==> src/rtl/i2cs_pkg.sv <==
package i2cs_pkg;
  typedef enum logic [3:0] {
    stIdle, stAddr, stRecv, stAck, stStallRx,
    stSend, stSendAck, stStallTx, stIgnore
  } stateT;

  typedef struct packed {
    logic shiftIn;   // sample SDA into receive shifter
    logic shiftOut;  // advance transmit shifter
    logic loadRx;    // receive shifter -> holding register
    logic rxData;    // loaded byte is data (1) or address (0)
    logic moveTx;    // holding register -> transmit shifter
    logic directTx;  // processor write goes straight to shifter
    logic captAck;   // latch master acknowledge bit
  } strobeT;
endpackage

==> src/rtl/i2cs_dp.sv <==
module i2cs_dp
  import i2cs_pkg::*;
#(
  parameter int DW   = 8,
  parameter int SYNC = 2
) (
  input  logic          clk,
  input  logic          rstN,
  input  logic          sclIn,
  input  logic          sdaIn,
  input  logic          txWrEn,
  input  logic [DW-1:0] txWrData,
  input  logic          rxRdEn,
  input  strobeT        strb,
  output logic          sclS,
  output logic          sclRise,
  output logic          sclFall,
  output logic          startDet,
  output logic          stopDet,
  output logic [DW-1:0] rxShift,
  output logic          txMsb,
  output logic          txFull,
  output logic          txFlag,
  output logic          rxFlag,
  output logic          rxIsData,
  output logic          rxAckFlag,
  output logic [DW-1:0] rxHold,
  output logic          busBusy
);
  logic [SYNC-1:0] sclPipe, sdaPipe;
  logic sdaS, sclQ, sdaQ;
  logic [DW-1:0] txHold, txShift;

  always_ff @(posedge clk or negedge rstN) begin
    if (!rstN) begin
      sclPipe <= '1;
      sdaPipe <= '1;
      sclQ    <= 1'b1;
      sdaQ    <= 1'b1;
    end else begin
      sclPipe <= {sclPipe[SYNC-2:0], sclIn};
      sdaPipe <= {sdaPipe[SYNC-2:0], sdaIn};
      sclQ    <= sclS;
      sdaQ    <= sdaS;
    end
  end

  assign sclS     = sclPipe[SYNC-1];
  assign sdaS     = sdaPipe[SYNC-1];
  assign sclRise  = sclS & ~sclQ;
  assign sclFall  = ~sclS & sclQ;
  assign startDet = sclS & sclQ & sdaQ & ~sdaS;
  assign stopDet  = sclS & sclQ & ~sdaQ & sdaS;
  assign txMsb    = txShift[DW-1];

  always_ff @(posedge clk or negedge rstN) begin
    if (!rstN) begin
      rxShift   <= '0;
      rxHold    <= '0;
      rxFlag    <= 1'b0;
      rxIsData  <= 1'b0;
      txHold    <= '0;
      txShift   <= '1;
      txFull    <= 1'b0;
      txFlag    <= 1'b0;
      rxAckFlag <= 1'b0;
      busBusy   <= 1'b0;
    end else begin
      if (strb.shiftIn) rxShift <= {rxShift[DW-2:0], sdaS};

      if (strb.loadRx) begin
        rxHold   <= rxShift;
        rxFlag   <= 1'b1;
        rxIsData <= strb.rxData;
      end else if (rxRdEn) begin
        rxFlag <= 1'b0;
      end

      if (strb.directTx)      txShift <= txWrData;
      else if (strb.moveTx)   txShift <= txHold;
      else if (strb.shiftOut) txShift <= {txShift[DW-2:0], 1'b1};

      if (strb.directTx || strb.moveTx) begin
        txFull <= 1'b0;
        txFlag <= 1'b1;
      end
      if (txWrEn && !strb.directTx) begin
        txHold <= txWrData;
        txFull <= 1'b1;
        txFlag <= 1'b0;
      end

      if (strb.captAck) rxAckFlag <= sdaS;

      if (startDet)     busBusy <= 1'b1;
      else if (stopDet) busBusy <= 1'b0;
    end
  end
endmodule

==> src/rtl/i2cs_ctrl.sv <==
module i2cs_ctrl
  import i2cs_pkg::*;
#(
  parameter int DW = 8,
  localparam int AW = DW - 1
) (
  input  logic          clk,
  input  logic          rstN,
  input  logic [AW-1:0] ownAddr,
  input  logic          sclRise,
  input  logic          sclFall,
  input  logic          startDet,
  input  logic          stopDet,
  input  logic [DW-1:0] rxShift,
  input  logic          txMsb,
  input  logic          txFull,
  input  logic          rxFlag,
  input  logic          rxAckFlag,
  input  logic          txWrEn,
  output strobeT        strb,
  output logic          sclPullN,
  output logic          sdaPullN
);
  localparam int CW = $clog2(DW + 1);
  localparam logic [CW-1:0] FULL = CW'(DW);
  localparam logic [CW-1:0] LAST = CW'(DW - 1);

  stateT state, stateNx;
  logic [CW-1:0] bitCnt, cntNx;
  logic isRead, readNx, dataPh, dataNx;

  always_comb begin
    stateNx = state;
    cntNx   = bitCnt;
    readNx  = isRead;
    dataNx  = dataPh;
    strb    = '0;
    if (startDet) begin
      stateNx = stAddr;
      cntNx   = '0;
    end else if (stopDet) begin
      stateNx = stIdle;
    end else begin
      case (state)
        stAddr, stRecv: begin
          if (sclRise && bitCnt != FULL) begin
            strb.shiftIn = 1'b1;
            cntNx = bitCnt + CW'(1);
          end else if (sclFall && bitCnt == FULL) begin
            if (state == stAddr && rxShift[DW-1:1] != ownAddr) begin
              stateNx = stIgnore;
            end else begin
              if (state == stAddr) readNx = rxShift[0];
              dataNx = (state == stRecv);
              if (rxFlag) begin
                stateNx = stStallRx;
              end else begin
                strb.loadRx = 1'b1;
                strb.rxData = (state == stRecv);
                stateNx = stAck;
              end
            end
          end
        end
        stStallRx: if (!rxFlag) begin
          strb.loadRx = 1'b1;
          strb.rxData = dataPh;
          stateNx = stAck;
        end
        stAck: if (sclFall) begin
          cntNx = '0;
          if (!isRead) stateNx = stRecv;
          else if (txFull) begin
            strb.moveTx = 1'b1;
            stateNx = stSend;
          end else stateNx = stStallTx;
        end
        stStallTx: begin
          if (txWrEn) begin
            strb.directTx = 1'b1;
            stateNx = stSend;
          end else if (txFull) begin
            strb.moveTx = 1'b1;
            stateNx = stSend;
          end
        end
        stSend: if (sclFall) begin
          if (bitCnt == LAST) stateNx = stSendAck;
          else begin
            strb.shiftOut = 1'b1;
            cntNx = bitCnt + CW'(1);
          end
        end
        stSendAck: begin
          if (sclRise) strb.captAck = 1'b1;
          if (sclFall) begin
            cntNx = '0;
            if (rxAckFlag) stateNx = stIgnore;
            else if (txFull) begin
              strb.moveTx = 1'b1;
              stateNx = stSend;
            end else stateNx = stStallTx;
          end
        end
        default: ;
      endcase
    end
  end

  always_ff @(posedge clk or negedge rstN) begin
    if (!rstN) begin
      state  <= stIdle;
      bitCnt <= '0;
      isRead <= 1'b0;
      dataPh <= 1'b0;
    end else begin
      state  <= stateNx;
      bitCnt <= cntNx;
      isRead <= readNx;
      dataPh <= dataNx;
    end
  end

  assign sclPullN = !(state == stStallRx || state == stStallTx);
  assign sdaPullN = !(state == stAck || state == stStallRx ||
                      (state == stSend && !txMsb));
endmodule

==> src/rtl/i2cs_top.sv <==
module i2cs_top
  import i2cs_pkg::*;
#(
  parameter int DW   = 8,
  parameter int SYNC = 2,
  localparam int AW  = DW - 1
) (
  input  logic          clk,
  input  logic          rstN,
  input  logic          sclIn,
  input  logic          sdaIn,
  output logic          sclPullN,
  output logic          sdaPullN,
  input  logic [AW-1:0] ownAddr,
  input  logic          irqEn,
  input  logic          txWrEn,
  input  logic [DW-1:0] txWrData,
  input  logic          rxRdEn,
  output logic [DW-1:0] rxRdData,
  output logic          txFlag,
  output logic          rxFlag,
  output logic          rxIsData,
  output logic          rxAckFlag,
  output logic          busBusy,
  output logic          irq
);
  strobeT strb;
  logic sclS, sclRise, sclFall, startDet, stopDet, txMsb, txFull;
  logic [DW-1:0] rxShift;

  i2cs_dp #(.DW(DW), .SYNC(SYNC)) u_dp (
    .clk(clk), .rstN(rstN), .sclIn(sclIn), .sdaIn(sdaIn),
    .txWrEn(txWrEn), .txWrData(txWrData), .rxRdEn(rxRdEn), .strb(strb),
    .sclS(sclS), .sclRise(sclRise), .sclFall(sclFall),
    .startDet(startDet), .stopDet(stopDet), .rxShift(rxShift),
    .txMsb(txMsb), .txFull(txFull), .txFlag(txFlag), .rxFlag(rxFlag),
    .rxIsData(rxIsData), .rxAckFlag(rxAckFlag), .rxHold(rxRdData),
    .busBusy(busBusy)
  );

  i2cs_ctrl #(.DW(DW)) u_ctrl (
    .clk(clk), .rstN(rstN), .ownAddr(ownAddr),
    .sclRise(sclRise), .sclFall(sclFall),
    .startDet(startDet), .stopDet(stopDet), .rxShift(rxShift),
    .txMsb(txMsb), .txFull(txFull), .rxFlag(rxFlag),
    .rxAckFlag(rxAckFlag), .txWrEn(txWrEn), .strb(strb),
    .sclPullN(sclPullN), .sdaPullN(sdaPullN)
  );

  assign irq = irqEn & (txFlag | rxFlag);
endmodule

==> config.mk <==
export PLATFORM = sky130hd
export DESIGN_NAME = i2cs_top
export DESIGN_NICKNAME = d
export VERILOG_FILES = /design/src/rtl/i2cs_pkg.sv /design/src/rtl/i2cs_dp.sv /design/src/rtl/i2cs_ctrl.sv /design/src/rtl/i2cs_top.sv
export SDC_FILE = /design/constraint.sdc
export NUM_CORES = 1
export LEC_CHECK = 0
export BUFFER_PORTS_ARGS = -buffer_cell sky130_fd_sc_hd__buf_4
export CAP_MARGIN = 10
export CORE_UTILIZATION = 50
export DETAILED_ROUTE_END_ITERATION = 7
export HOLD_SLACK_MARGIN = 0.05
export PLACE_DENSITY_LB_ADDON = 0.12
export SLEW_MARGIN = 0
export SYNTH_ARGS = -nofsm -noshare
export SYNTH_HDL_FRONTEND = slang
export SYNTH_HIERARCHICAL = 1
export SYNTH_SLANG_ARGS = --single-unit
==> constraint.sdc <==
create_clock -name clk -period 4.4 [get_ports clk]
set_clock_uncertainty 0.15 [all_clocks]
set_input_delay 0.66 -clock clk [delete_from_list [all_inputs] [get_ports clk]]
set_output_delay 0.66 -clock clk [all_outputs]
set_load 0.03 [all_outputs]
==> metrics.csv, run 1 <==
stage,metric,value,unit
setup_path,cells along the critical path,nand2b_1 > a2111oi_2 > or3_1 > a21oi_1 > buf_4 > mux2_2,
detailed_routing,drt pass-1 iters,4,
setup_path,CP max stage cell,dfrtp_1,
cells_and_area,Multi-input gate area,1590,µm²
detailed_routing,initial DRC count,206,
timing,Setup WS post-layout,1.66,ns
cells_and_area,layout cells sized above 1,0.376,
place,placed cells,373,
detailed_routing,routed vias,2173,
floorplanning,Initial Util,0.526,
floorplanning,die area,6620,µm²
timing,min Tclk post-route,2.74,ns
clock_network,Clock Latency Late Sink,0.31,ns
clock_network,CTS Root Cell,clkbuf_8,
detailed_routing,final routed DRC violation total,0,
detailed_routing,via density per instance,5.70,
power_and_ir_drop,post-layout total power,1.98,mW
setup_path,Crit Path Max Fanout,22,
cells_and_area,Seq. cell area,1370,µm²
place,dpl cell area,3390,µm²
timing,TNS Setup,0,ns
yosys,Synth Cell Area,3150,µm²
grt,Global Route Usage Sum,0.202,
cells_and_area,Filler Cell Count,519,
grt,initial antenna violation count,0,
timing,Final setup viols,0,
timing,max_slew headroom,0.390,
floorplanning,Die X,81.4,µm
timing,Least-Margin Pin Slew,0.915,ns
floorplanning,die extent in y,81.4,µm
clock_network,TritonCTS clock tree,done,
cells_and_area,"Core Util, Final",0.583,
min_path,worst min path class,in2async,
cells_and_area,P&R area growth vs syn,10.8,%
grt,vias in the first global route,2056,
yosys,post-synthesis sequential area ratio,0.434,
clock_network,Post-CTS Hold Buffers,0,
cells_and_area,fin cells,381,
yosys,synth warn,6,
power_and_ir_drop,pwr/cell area,566,nW/µm²
setup_path,CP Capture Type,register,
clock_network,Longest Clk Path Bufs,2,
yosys,asr flop ratio synth,1.00,
clock_network,Post-CTS Resized,0,
clock_network,clock sink count,54,
timing,crit share post-route,0.623,
timing,RSZ-0062 raised after global routing,false,
detailed_routing,drt wl/cell,15.8,µm
place,# port buffers,37,
grt,first-pass GRT wire length,10.1,mm
yosys,Synth cell types,64,
place,pre-CTS WS,1.38,ns
timing,hold_ws,0.197,ns
power_and_ir_drop,Worst VDD drop,0.000287,V
setup_path,WP data required,4.45,ns
floorplanning,IO Count,38,
run_status,status,finished clean,
setup_path,Worst Setup Start Kind,register,
place,DP HPWL,4.24,mm
cells_and_area,# diodes,0,
flow_run,max-cap violation count,0,
setup_path,critical path arrival,2.79,ns
grt,largest net degree at the start of global routing,55,
floorplanning,Core Area,5990,µm²
cells_and_area,final instance area,3490,µm²
yosys,Syn Nets,299,
floorplanning,num rows,28,
yosys,ys flop type,dfrtp_1,
timing,final hold viol count,0,
yosys,Syn Inst Count,275,
yosys,Post-synth EDFFs,0,
detailed_routing,Final ANT Viol Nets,0,
yosys,synthesized flop and latch total,54,
setup_path,Max stage delay on crit path,0.83,ns
timing,Achievable Freq,365,MHz
timing,Slew Limit Fails,0,
clock_network,CTS H-tree depth,2,
place,Final Wtd Congestion,0.897,
power_and_ir_drop,Leakage Power,1.55,nW
setup_path,CP Class,reg2reg,
yosys,syn avg cell area,11.5,µm²
grt,total gr overflow,0,
clock_network,post-CTS setup buffers,0,
detailed_routing,total detailed-routing wirelength,6.01,mm
clock_network,CTS Buf Count,5,
cells_and_area,nets@finish,329,
clock_network,clock-pin slew on the worst setup and hold paths,0.10,ns
[area by class of cell]
cell class	instances	share of cell area
clock inverter	2	0.00502
sequential	54	0.392
clock buffer	6	0.0237
multi-input combinational	194	0.456
timing repair buffer	40	0.0860
inverter	10	0.0108
tap	75	0.0269
[cell usage in the layout, fill, tap and decap left out, drive strengths merged, types with 2 or more instances in the layout]
| master | instances |
|---|---|
| a221oi | 4 |
| a211oi | 5 |
| dfrtp | 40 |
| mux2i | 9 |
| xor2 | 9 |
| inv | 10 |
| or3 | 3 |
| dfstp | 14 |
| a31oi | 4 |
| nor3b | 9 |
| nand3 | 7 |
| a21oi | 8 |
| nor2 | 16 |
| o21bai | 2 |
| o22ai | 2 |
| o41ai | 2 |
| a21boi | 2 |
| nand2b | 9 |
| ha | 2 |
| and4b | 2 |
| and2 | 3 |
| o31ai | 3 |
| o21ai | 6 |
| nand2 | 14 |
| mux2 | 28 |
| nor4 | 3 |
| nor3 | 10 |
| clkbuf | 6 |
| a21o | 2 |
| nand4 | 2 |
| nor2b | 11 |
| buf | 40 |
| nand3b | 2 |
| clkinv | 2 |
[power by group]
| group | switching (mW) | internal [mW] | leakage [nW] |
|---|---|---|---|
| Sequential | 0.197 | 0.663 | 0.658 |
| Clock | 0.166 | 0.130 | 0.0514 |
| Combinational | 0.423 | 0.397 | 0.842 |
| Total | 0.786 | 1.19 | 1.55 |
[worst max-delay path: cells and delay by family, from the launching register on]
kind / cells / cell delay (ns)
flip-flops: 1 / 0.83
AO/OA/AOI/OAI: 2 / 0.72
AND/OR/NAND/NOR: 2 / 0.47
multiplexers: 1 / 0.28
buffers and inverters: 1 / 0.18
[final timing paths]
path	cells after the start	start	endpoint	slack, ns
worst min register to register	0	u_dp/sclPipe[0]	u_dp/sclPipe[1]	0.21
worst max register to register	6	u_ctrl/state[0]	u_dp/rxHold[1]	1.66
worst max-delay path	6	u_ctrl/state[0]	u_dp/rxHold[1]	1.66
max in group asynchronous	1	rstN	u_dp/txHold[0]	3.43
worst min-delay path	1	rstN	u_ctrl/bitCnt[1]	0.20
min in group clk	0	u_dp/sclPipe[0]	u_dp/sclPipe[1]	0.21
[synthesized netlist by cell type, drive strengths merged (2+ instances only)]
cell type  number  area [µm²]
nand2b          9        56.3
nand3b          2        15.0
nor3b           9        97.6
a211oi          5        57.6
and4b           2        20.0
and2            3        18.8
a221oi          4        71.3
a21boi          2        15.0
o22ai           2        12.5
o21ai           6        30.0
mux2           28         345
mux2i           9        90.1
a21oi           8        40.0
inv            10        37.5
a31oi           4        25.0
xor2            9        78.8
nand2          14        52.6
a21o            2        15.0
clkbuf          3        31.3
nand4           2        18.8
ha              2        25.0
nor2           16        67.6
nor2b          11        76.3
nand3           7        35.0
nor4            3        25.0
dfstp          14         368
o31ai           3        46.3
dfrtp          40        1000
buf            14         128
o41ai           2        25.0
nor3           10        50.1
o21bai          2        15.0
or3             3        18.8
[flip-flops by register name, indices dropped and copies added, names as in the netlist, 2 cells and up]
register       flops
u_dp/txShift       8
u_ctrl/bitCnt      4
u_dp/txHold        8
u_dp/rxShift       8
u_dp/sdaPipe       2
u_dp/rxHold        8
u_ctrl/state       4
u_dp/sclPipe       2
[layer usage]
layer / up-vias / share of wire / routed length (µm) / global-route usage
li1: 1052 / - / - / -
met2: 40 / 0.46 / 2780 / 0.303
met3: 4 / 0.035 / 211 / 0.0315
met1: 1077 / 0.49 / 2960 / 0.295
met5: - / 0 / 0 / 0
met4: 0 / 0.011 / 67 / 0.0714
[kinds of logic after synthesis]
family,count (synthesis),synth area share
buffers and inverters,27,0.0623
muxes,37,0.138
AOI/OAI and AO/OA,48,0.137
xor gates and xnor gates,10,0.0278
adders and majority gates,2,0.00794
and+or+nand+nor,97,0.192
DFF,54,0.434
Note: power is estimated with default switching activity, not from simulation.
==> run 2: changes to the inputs <==
ABC_AREA = 1   (was not set)
clock period = 2.8 ns   (was 4.4 ns; I/O delays follow)
==> run 2 against run 1 <==
  * Core utilization up 3.4 points
  * Count of clock-buffer cells in the layout fell by 1
  * Synthesized cell count is 37% higher
  * Clock power increased by 76%
  * First-iteration DRC count fell by 35%
  * Routed wire length grew 9.8%
  * Setup slack got worse by 1.3 ns
  * Die area fell by 5.7%
  * Design area down 0.97%
  * Via count grew 18%
  * Largest cell class is now sequential cells
  * Largest power group is now combinational cells
==> metrics.csv, run 2 <==
stage,metric,value,unit,change
yosys,post-synthesis sequential area ratio,0.461,,+0.0267
clock_network,CTS H-tree depth,2,,unchanged
detailed_routing,total detailed-routing wirelength,6.60,mm,+9.8%
cells_and_area,final instance area,3460,µm²,-0.97%
cells_and_area,"most common cell after layout, fill and taps aside",nand2_1,,
min_path,worst hold path cell count,1,,
timing,crit share post-route,0.884,,+0.261
grt,largest net degree at the start of global routing,55,,unchanged
yosys,synth top area cells,"dfrtp_1 (34%), nand2_1 (13%), dfstp_2 (12%), inv_1 (6.6%), nand3_1 (5.7%)",,
timing,Final setup viols,0,,unchanged
place,Final Wtd Congestion,0.944,,+5.2%
floorplanning,IO Count,38,,unchanged
setup_path,CP max stage cell,nor3_1,,
yosys,Syn Nets,401,,+34%
min_path,worst min path class,in2reg,,
floorplanning,Initial Util,0.529,,+0.00333
setup_path,Crit Path Max Fanout,14,,-36%
place,DP HPWL,4.90,mm,+15%
setup_path,R2R setup slack,0.32,ns,-1.33 ns
cells_and_area,P&R area growth vs syn,16.5,%,
floorplanning,die area,6250,µm²,-5.7%
yosys,syn avg cell area,7.87,µm²,-31%
clock_network,Longest Clk Path Bufs,2,,unchanged
timing,min Tclk post-route,2.48,ns,-0.266 ns
clock_network,clock sink count,54,,unchanged
power_and_ir_drop,Worst VDD drop,0.000540,V,+88%
setup_path,CP Capture Type,register,,
clock_network,CTS Root Cell,clkbuf_8,,
setup_path,WP data required,2.85,ns,-1.60 ns
clock_network,Clock Latency Late Sink,0.31,ns,about the same
yosys,top cell type's share of synthesized area,0.337,,+0.0196
cells_and_area,Filler Cell Count,512,,-1.3%
yosys,"count leader, synth",nand2_1,,
clock_network,TritonCTS clock tree,done,,
detailed_routing,drt wl/cell,13.3,µm,-16%
cells_and_area,# diodes,0,,unchanged
setup_path,FF-to-FF path depth,7,,+1
grt,vias in the first global route,2504,,+22%
yosys,Synth Cell Area,2970,µm²,-5.8%
flow_run,max-cap violation count,0,,unchanged
setup_path,Worst R2R End,u_dp/rxHold[4],,
clock_network,CTS Buf Count,5,,unchanged
yosys,Post-synth EDFFs,0,,unchanged
timing,final hold viol count,0,,unchanged
grt,first-pass GRT wire length,11.5,mm,+14%
timing,Least-Margin Pin Slew,0.701,ns,-0.215 ns
yosys,Synth cell types,39,,-39%
detailed_routing,final routed DRC violation total,0,,unchanged
yosys,Synth area leader,dfrtp_1,,
grt,total gr overflow,0,,unchanged
timing,max_slew headroom,0.529,,+0.140
cells_and_area,nets@finish,448,,+36%
cells_and_area,layout cells sized above 1,0.245,,-0.131
setup_path,Max stage delay on crit path,0.56,ns,-0.27 ns
yosys,asr flop ratio synth,1.00,,unchanged
grt,Global Route Usage Sum,0.235,,+0.0329
timing,Slew Limit Fails,0,,unchanged
floorplanning,Core Area,5610,µm²,-6.4%
yosys,synthesized flop and latch total,54,,unchanged
setup_path,cells along the critical path,inv_2 > nand2_2 > nor3_1 > o21ai_0 > a21oi_1 > buf_4 > mux2_2,,
timing,Achievable Freq,404,MHz,+11%
cells_and_area,"commonest cells after routing, fill and taps aside","nand2_1 (101), inv_1 (52), nor2_1 (43), buf_4 (43), dfrtp_1 (40)",,
min_path,Worst Hold Launch,sclIn,,
setup_path,Worst Setup Start Kind,register,,
min_path,WHS Endpoint,u_dp/sclPipe[0],,
power_and_ir_drop,pwr/cell area,932,nW/µm²,+65%
detailed_routing,Final ANT Viol Nets,0,,unchanged
grt,initial antenna violation count,0,,unchanged
floorplanning,Die X,79.0,µm,-2.9%
cells_and_area,"Core Util, Final",0.616,,+0.0338
power_and_ir_drop,Leakage Power,1.79,nW,+15%
detailed_routing,via density per instance,5.17,,-9.4%
run_status,status,finished clean,,
detailed_routing,routed vias,2569,,+18%
place,# port buffers,37,,unchanged
yosys,synth warn,6,,unchanged
detailed_routing,drt pass-1 iters,6,,+2
timing,TNS Setup,0,ns,unchanged
yosys,Syn Inst Count,377,,+37%
yosys,ys flop type,dfrtp_1,,
timing,RSZ-0062 raised after global routing,false,,
place,dpl cell area,3330,µm²,-1.8%
yosys,Synth top cells by count,"nand2_1 (101), inv_1 (52), nor2_1 (43)",,
floorplanning,die extent in y,79.0,µm,-2.9%
setup_path,R2R Path Start,u_ctrl/state[3],,
clock_network,clock-pin slew on the worst setup and hold paths,0.10,ns,about the same
detailed_routing,initial DRC count,134,,-35%
floorplanning,num rows,27,,-3.6%
setup_path,CP Class,reg2reg,,
setup_path,critical path arrival,2.52,ns,-0.27 ns
run 2: cell count changes in the layout (fill, tap and decap cells not counted), moves of 8 or more:
cell / delta
nand2_1: +87
mux2_2: -14
xor2_1: -8
nand3_1: +27
nor2_1: +28
nor2b_1: -10
nand2b_1: -9
mux2i_1: -9
inv_1: +42
run 2: critical path, delay by kind of cell (launching register included):
| kind | cells | cell delay [ns] |
|---|---|---|
| multiplexers | 1 | 0.35 |
| AND/OR/NAND/NOR | 2 | 0.67 |
| buffers and inverters | 2 | 0.34 |
| flip-flops | 1 | 0.48 |
| AO/OA/AOI/OAI | 2 | 0.38 |
run 2: final cells by class:
| class | count | area [µm²] | share of cell area |
|---|---|---|---|
| clock inverters | 3 | 40.0 | 0.0116 |
| inverters | 59 | 236 | 0.0684 |
| clock buffers | 5 | 68.8 | 0.0199 |
| multi-input cells | 259 | 1310 | 0.379 |
| flip-flops and latches | 54 | 1370 | 0.396 |
| well taps | 72 | 90.1 | 0.0261 |
| repair buffers | 45 | 343 | 0.0992 |
run 2: how the worst max path moves through the flow:
stage / from / to / slack, ns / depth (start not counted)
2_1_floorplan: u_ctrl/state[3] / u_dp/rxIsData / 0.61 / 7
3_3_place_gp: u_ctrl/state[3] / u_dp/rxHold[4] / 0.33 / 7
3_5_place_dp: u_ctrl/state[3] / u_dp/rxHold[4] / 0.36 / 7
4_1_cts: u_ctrl/state[3] / u_dp/rxHold[4] / 0.33 / 7
5_1_grt: u_ctrl/state[3] / u_dp/rxHold[2] / 0.13 / 7
6_report: u_ctrl/state[3] / u_dp/rxHold[4] / 0.32 / 7
run 2: logic make-up (layout without fill, tap and decap cells):
logic type / Yosys count / in the layout / share of synthesized area
AO/OA/AOI/OAI: 45 / 45 / 0.0940
XOR/XNOR: 3 / 3 / 0.00885
adder cells (fa/ha/maj): 2 / 2 / 0.00843
buffers and inverters: 64 / 112 / 0.0995
flip-flops: 54 / 54 / 0.461
multiplexers: 5 / 5 / 0.0202
AND/OR/NAND/NOR: 204 / 204 / 0.308
run 2: routing by layer:
| layer | GRT usage | part of all wire |
|---|---|---|
| met5 | 0 | 0 |
| met4 | 0.0691 | 0.017 |
| met3 | 0.0425 | 0.044 |
| met2 | 0.391 | 0.48 |
| met1 | 0.313 | 0.46 |
run 2: per-stage QoR:
stage	hold slack (ns)	instances	power, mW	setup WS (ns)
6_report	0.0592	497	3.22	0.325
3_3_place_gp	0.196	487	2.67	0.329
2_1_floorplan	-0.0256	377	2.27	0.610
3_5_place_dp	0.199	487	2.70	0.356
4_1_cts	0.0519	496	3.23	0.333
5_1_grt	0.0502	497	3.48	0.130
run 2: report_power, final:
group	total, mW	internal (mW)	switching (mW)	leakage (nW)
combinational	1.44	0.518	0.920	1.10
sequential	1.26	1.06	0.205	0.636
clock	0.522	0.264	0.258	0.0579
total	3.22	1.84	1.38	1.79
run 2: timing repair:
action	CTS	global route
hold endpoints to repair	40	1
setup buffers	0	0
hold buffers	1	1
gates resized for setup	0	0
==> run 3: changes to the inputs <==
ABC_CLOCK_PERIOD_IN_PS = 2800   (was not set)
GPL_TIMING_DRIVEN = 1   (was not set)
PLACE_DENSITY = 0.7   (was not set)
PLACE_DENSITY_LB_ADDON = not set   (was 0.12)
==> run 3 against run 2 <==
  * Sequential power hardly changed
  * Count of clock-buffer cells in the layout is 2 higher
  * Core utilization down 0.067 points
  * Setup slack gained 0.014 ns
  * Fmax up 0.55%
  * Register-to-register slack about the same
  * Power shrank 2.6%
  * Worst hold slack better by 0.086 ns
  * Clock power shrank 9.8%
  * Via count down 1.3%
  * Non-clock buffer count grew 1
==> metrics.csv, run 3 (synthesized netlist as in run 2, its figures left out) <==
stage,metric,value,unit,change
run_status,status,finished clean,,
place,# port buffers,37,,unchanged
detailed_routing,Final ANT Viol Nets,0,,unchanged
timing,RSZ-0062 raised after global routing,false,,
clock_network,Longest Clk Path Bufs,2,,unchanged
cells_and_area,final instance area,3450,µm²,-0.11%
timing,Least-Margin Pin Slew,0.717,ns,+0.0167 ns
floorplanning,num rows,27,,unchanged
detailed_routing,drt wl/cell,12.9,µm,-2.7%
setup_path,R2R Path Start,u_ctrl/state[3],,
grt,Global Route Usage Sum,0.218,,-0.0169
place,placed cells,487,,unchanged
clock_network,Post-CTS Resized,0,,unchanged
place,DP HPWL,4.77,mm,-2.5%
detailed_routing,final routed DRC violation total,0,,unchanged
setup_path,Crit Path Max Fanout,14,,unchanged
min_path,worst hold path cell count,2,,+1
timing,TNS Setup,0,ns,unchanged
clock_network,Clock Latency Late Sink,0.31,ns,about the same
cells_and_area,P&R area growth vs syn,16.4,%,
grt,vias in the first global route,2331,,-6.9%
place,dpl cell area,3330,µm²,unchanged
detailed_routing,drt pass-1 iters,4,,-2
cells_and_area,layout cells sized above 1,0.242,,-0.00292
setup_path,Worst R2R End,u_dp/rxHold[2],,
cells_and_area,Multi-input gate area,1310,µm²,unchanged
clock_network,CTS Root Cell,clkbuf_8,,
clock_network,TritonCTS clock tree,done,,
detailed_routing,routed vias,2536,,-1.3%
detailed_routing,total detailed-routing wirelength,6.44,mm,-2.5%
grt,largest net degree at the start of global routing,55,,unchanged
cells_and_area,"most common cell after layout, fill and taps aside",nand2_1,,
cells_and_area,Seq. cell area,1370,µm²,unchanged
setup_path,R2R setup slack,0.34,ns,about the same
clock_network,clock sink count,54,,unchanged
setup_path,WP data required,2.85,ns,about the same
timing,min Tclk post-route,2.46,ns,-0.0136 ns
setup_path,FF-to-FF path depth,7,,unchanged
cells_and_area,"commonest cells after routing, fill and taps aside","nand2_1 (101), inv_1 (52), nor2_1 (43), buf_4 (43), dfrtp_1 (40)",,
clock_network,clock-pin slew on the worst setup and hold paths,0.09,ns,about the same
clock_network,CTS H-tree depth,2,,unchanged
detailed_routing,initial DRC count,147,,+9.7%
timing,Slew Limit Fails,0,,unchanged
floorplanning,IO Count,38,,unchanged
flow_run,max-cap violation count,0,,unchanged
floorplanning,Die X,79.0,µm,unchanged
cells_and_area,fin cells,498,,+0.20%
timing,final hold viol count,0,,unchanged
timing,Achievable Freq,406,MHz,+0.55%
min_path,worst min path class,in2reg,,
floorplanning,die extent in y,79.0,µm,unchanged
cells_and_area,Filler Cell Count,541,,+5.7%
setup_path,CP Capture Type,register,,
setup_path,critical path arrival,2.51,ns,about the same
min_path,Worst Hold Launch,rxRdEn,,
detailed_routing,via density per instance,5.09,,-1.5%
timing,Final setup viols,0,,unchanged
timing,max_slew headroom,0.518,,-0.0112
setup_path,CP Class,reg2reg,,
grt,initial antenna violation count,0,,unchanged
floorplanning,Core Area,5610,µm²,unchanged
min_path,WHS Endpoint,u_dp/rxFlag,,
cells_and_area,# diodes,0,,unchanged
floorplanning,Initial Util,0.529,,unchanged
cells_and_area,nets@finish,449,,+0.22%
power_and_ir_drop,pwr/cell area,909,nW/µm²,-2.5%
floorplanning,die area,6250,µm²,unchanged
timing,crit share post-route,0.879,,-0.00485
setup_path,Worst Setup Start Kind,register,,
power_and_ir_drop,Leakage Power,1.79,nW,-0.33%
power_and_ir_drop,Worst VDD drop,0.000508,V,-6.0%
grt,total gr overflow,0,,unchanged
grt,first-pass GRT wire length,10.6,mm,-7.8%
clock_network,CTS Buf Count,5,,unchanged
place,Final Wtd Congestion,0.996,,+5.5%
run 3: cell types whose count changed in the layout (fill, tap and decap cells not counted), sizes merged:
| cell | delta |
|---|---|
| bufinv | -1 |
| inv | +1 |
| clkbuf | +2 |
| clkinv | -2 |
| dlygate4sd3 | +1 |
run 3: area by class of cell:
type | instances | area share
clock inverter | 1 | 0.00254
tap | 72 | 0.0261
inverter | 59 | 0.0685
timing repair buffer | 46 | 0.102
sequential | 54 | 0.396
multi-input combinational | 259 | 0.379
clock buffer | 7 | 0.0250
run 3: how the worst max path moves through the flow:
| stage | startpoint | depth (start not counted) | to | slack, ns |
|---|---|---|---|---|
| after floorplan | u_ctrl/state[3] | 7 | u_dp/rxIsData | 0.61 |
| after global placement | u_ctrl/state[3] | 7 | u_dp/rxHold[2] | 0.37 |
| after detailed placement | u_ctrl/state[3] | 7 | u_dp/rxHold[2] | 0.34 |
| after CTS | u_ctrl/state[3] | 7 | u_dp/rxHold[2] | 0.33 |
| after global routing | u_ctrl/state[3] | 7 | u_dp/rxHold[2] | 0.08 |
| final | u_ctrl/state[3] | 7 | u_dp/rxHold[2] | 0.34 |
run 3: layer usage:
metal,vias to the layer above,GRT usage,part of all wire
met4,0,0.0818,0.019
met1,1173,0.291,0.44
met2,61,0.357,0.49
met5,-,0,0
li1,1291,-,-
met3,11,0.0356,0.049
run 3: worst max-delay path, stage by stage, from the launching register on:
cell	delay, ns
dfrtp_1	0.46
inv_2	0.12
nand2_2	0.09
nor3_1	0.57
o21ai_0	0.22
a21oi_1	0.17
buf_4	0.23
mux2_2	0.35
run 3: power by group:
group	total, mW	leakage [nW]	switching, mW	internal (mW)
Combinational	1.40	1.10	0.879	0.520
Clock	0.471	0.0489	0.266	0.205
Sequential	1.27	0.636	0.212	1.06
run 3: per-stage QoR:
stage          hold WS, ns  total power [mW]  utilization  worst slack [ns]
2_1_floorplan      -0.0256              2.27            -             0.610
3_3_place_gp         0.197              2.66        0.593             0.366
3_5_place_dp         0.198              2.68        0.593             0.345
4_1_cts             0.0512              3.15        0.612             0.329
5_1_grt              0.131              3.37        0.616            0.0782
6_report             0.146              3.14        0.616             0.338
run 3: timing repair:
item | CTS | global route
buffers inserted | 0 | 0
endpoints found under the hold margin | 40 | 2
hold buffers | 1 | 2
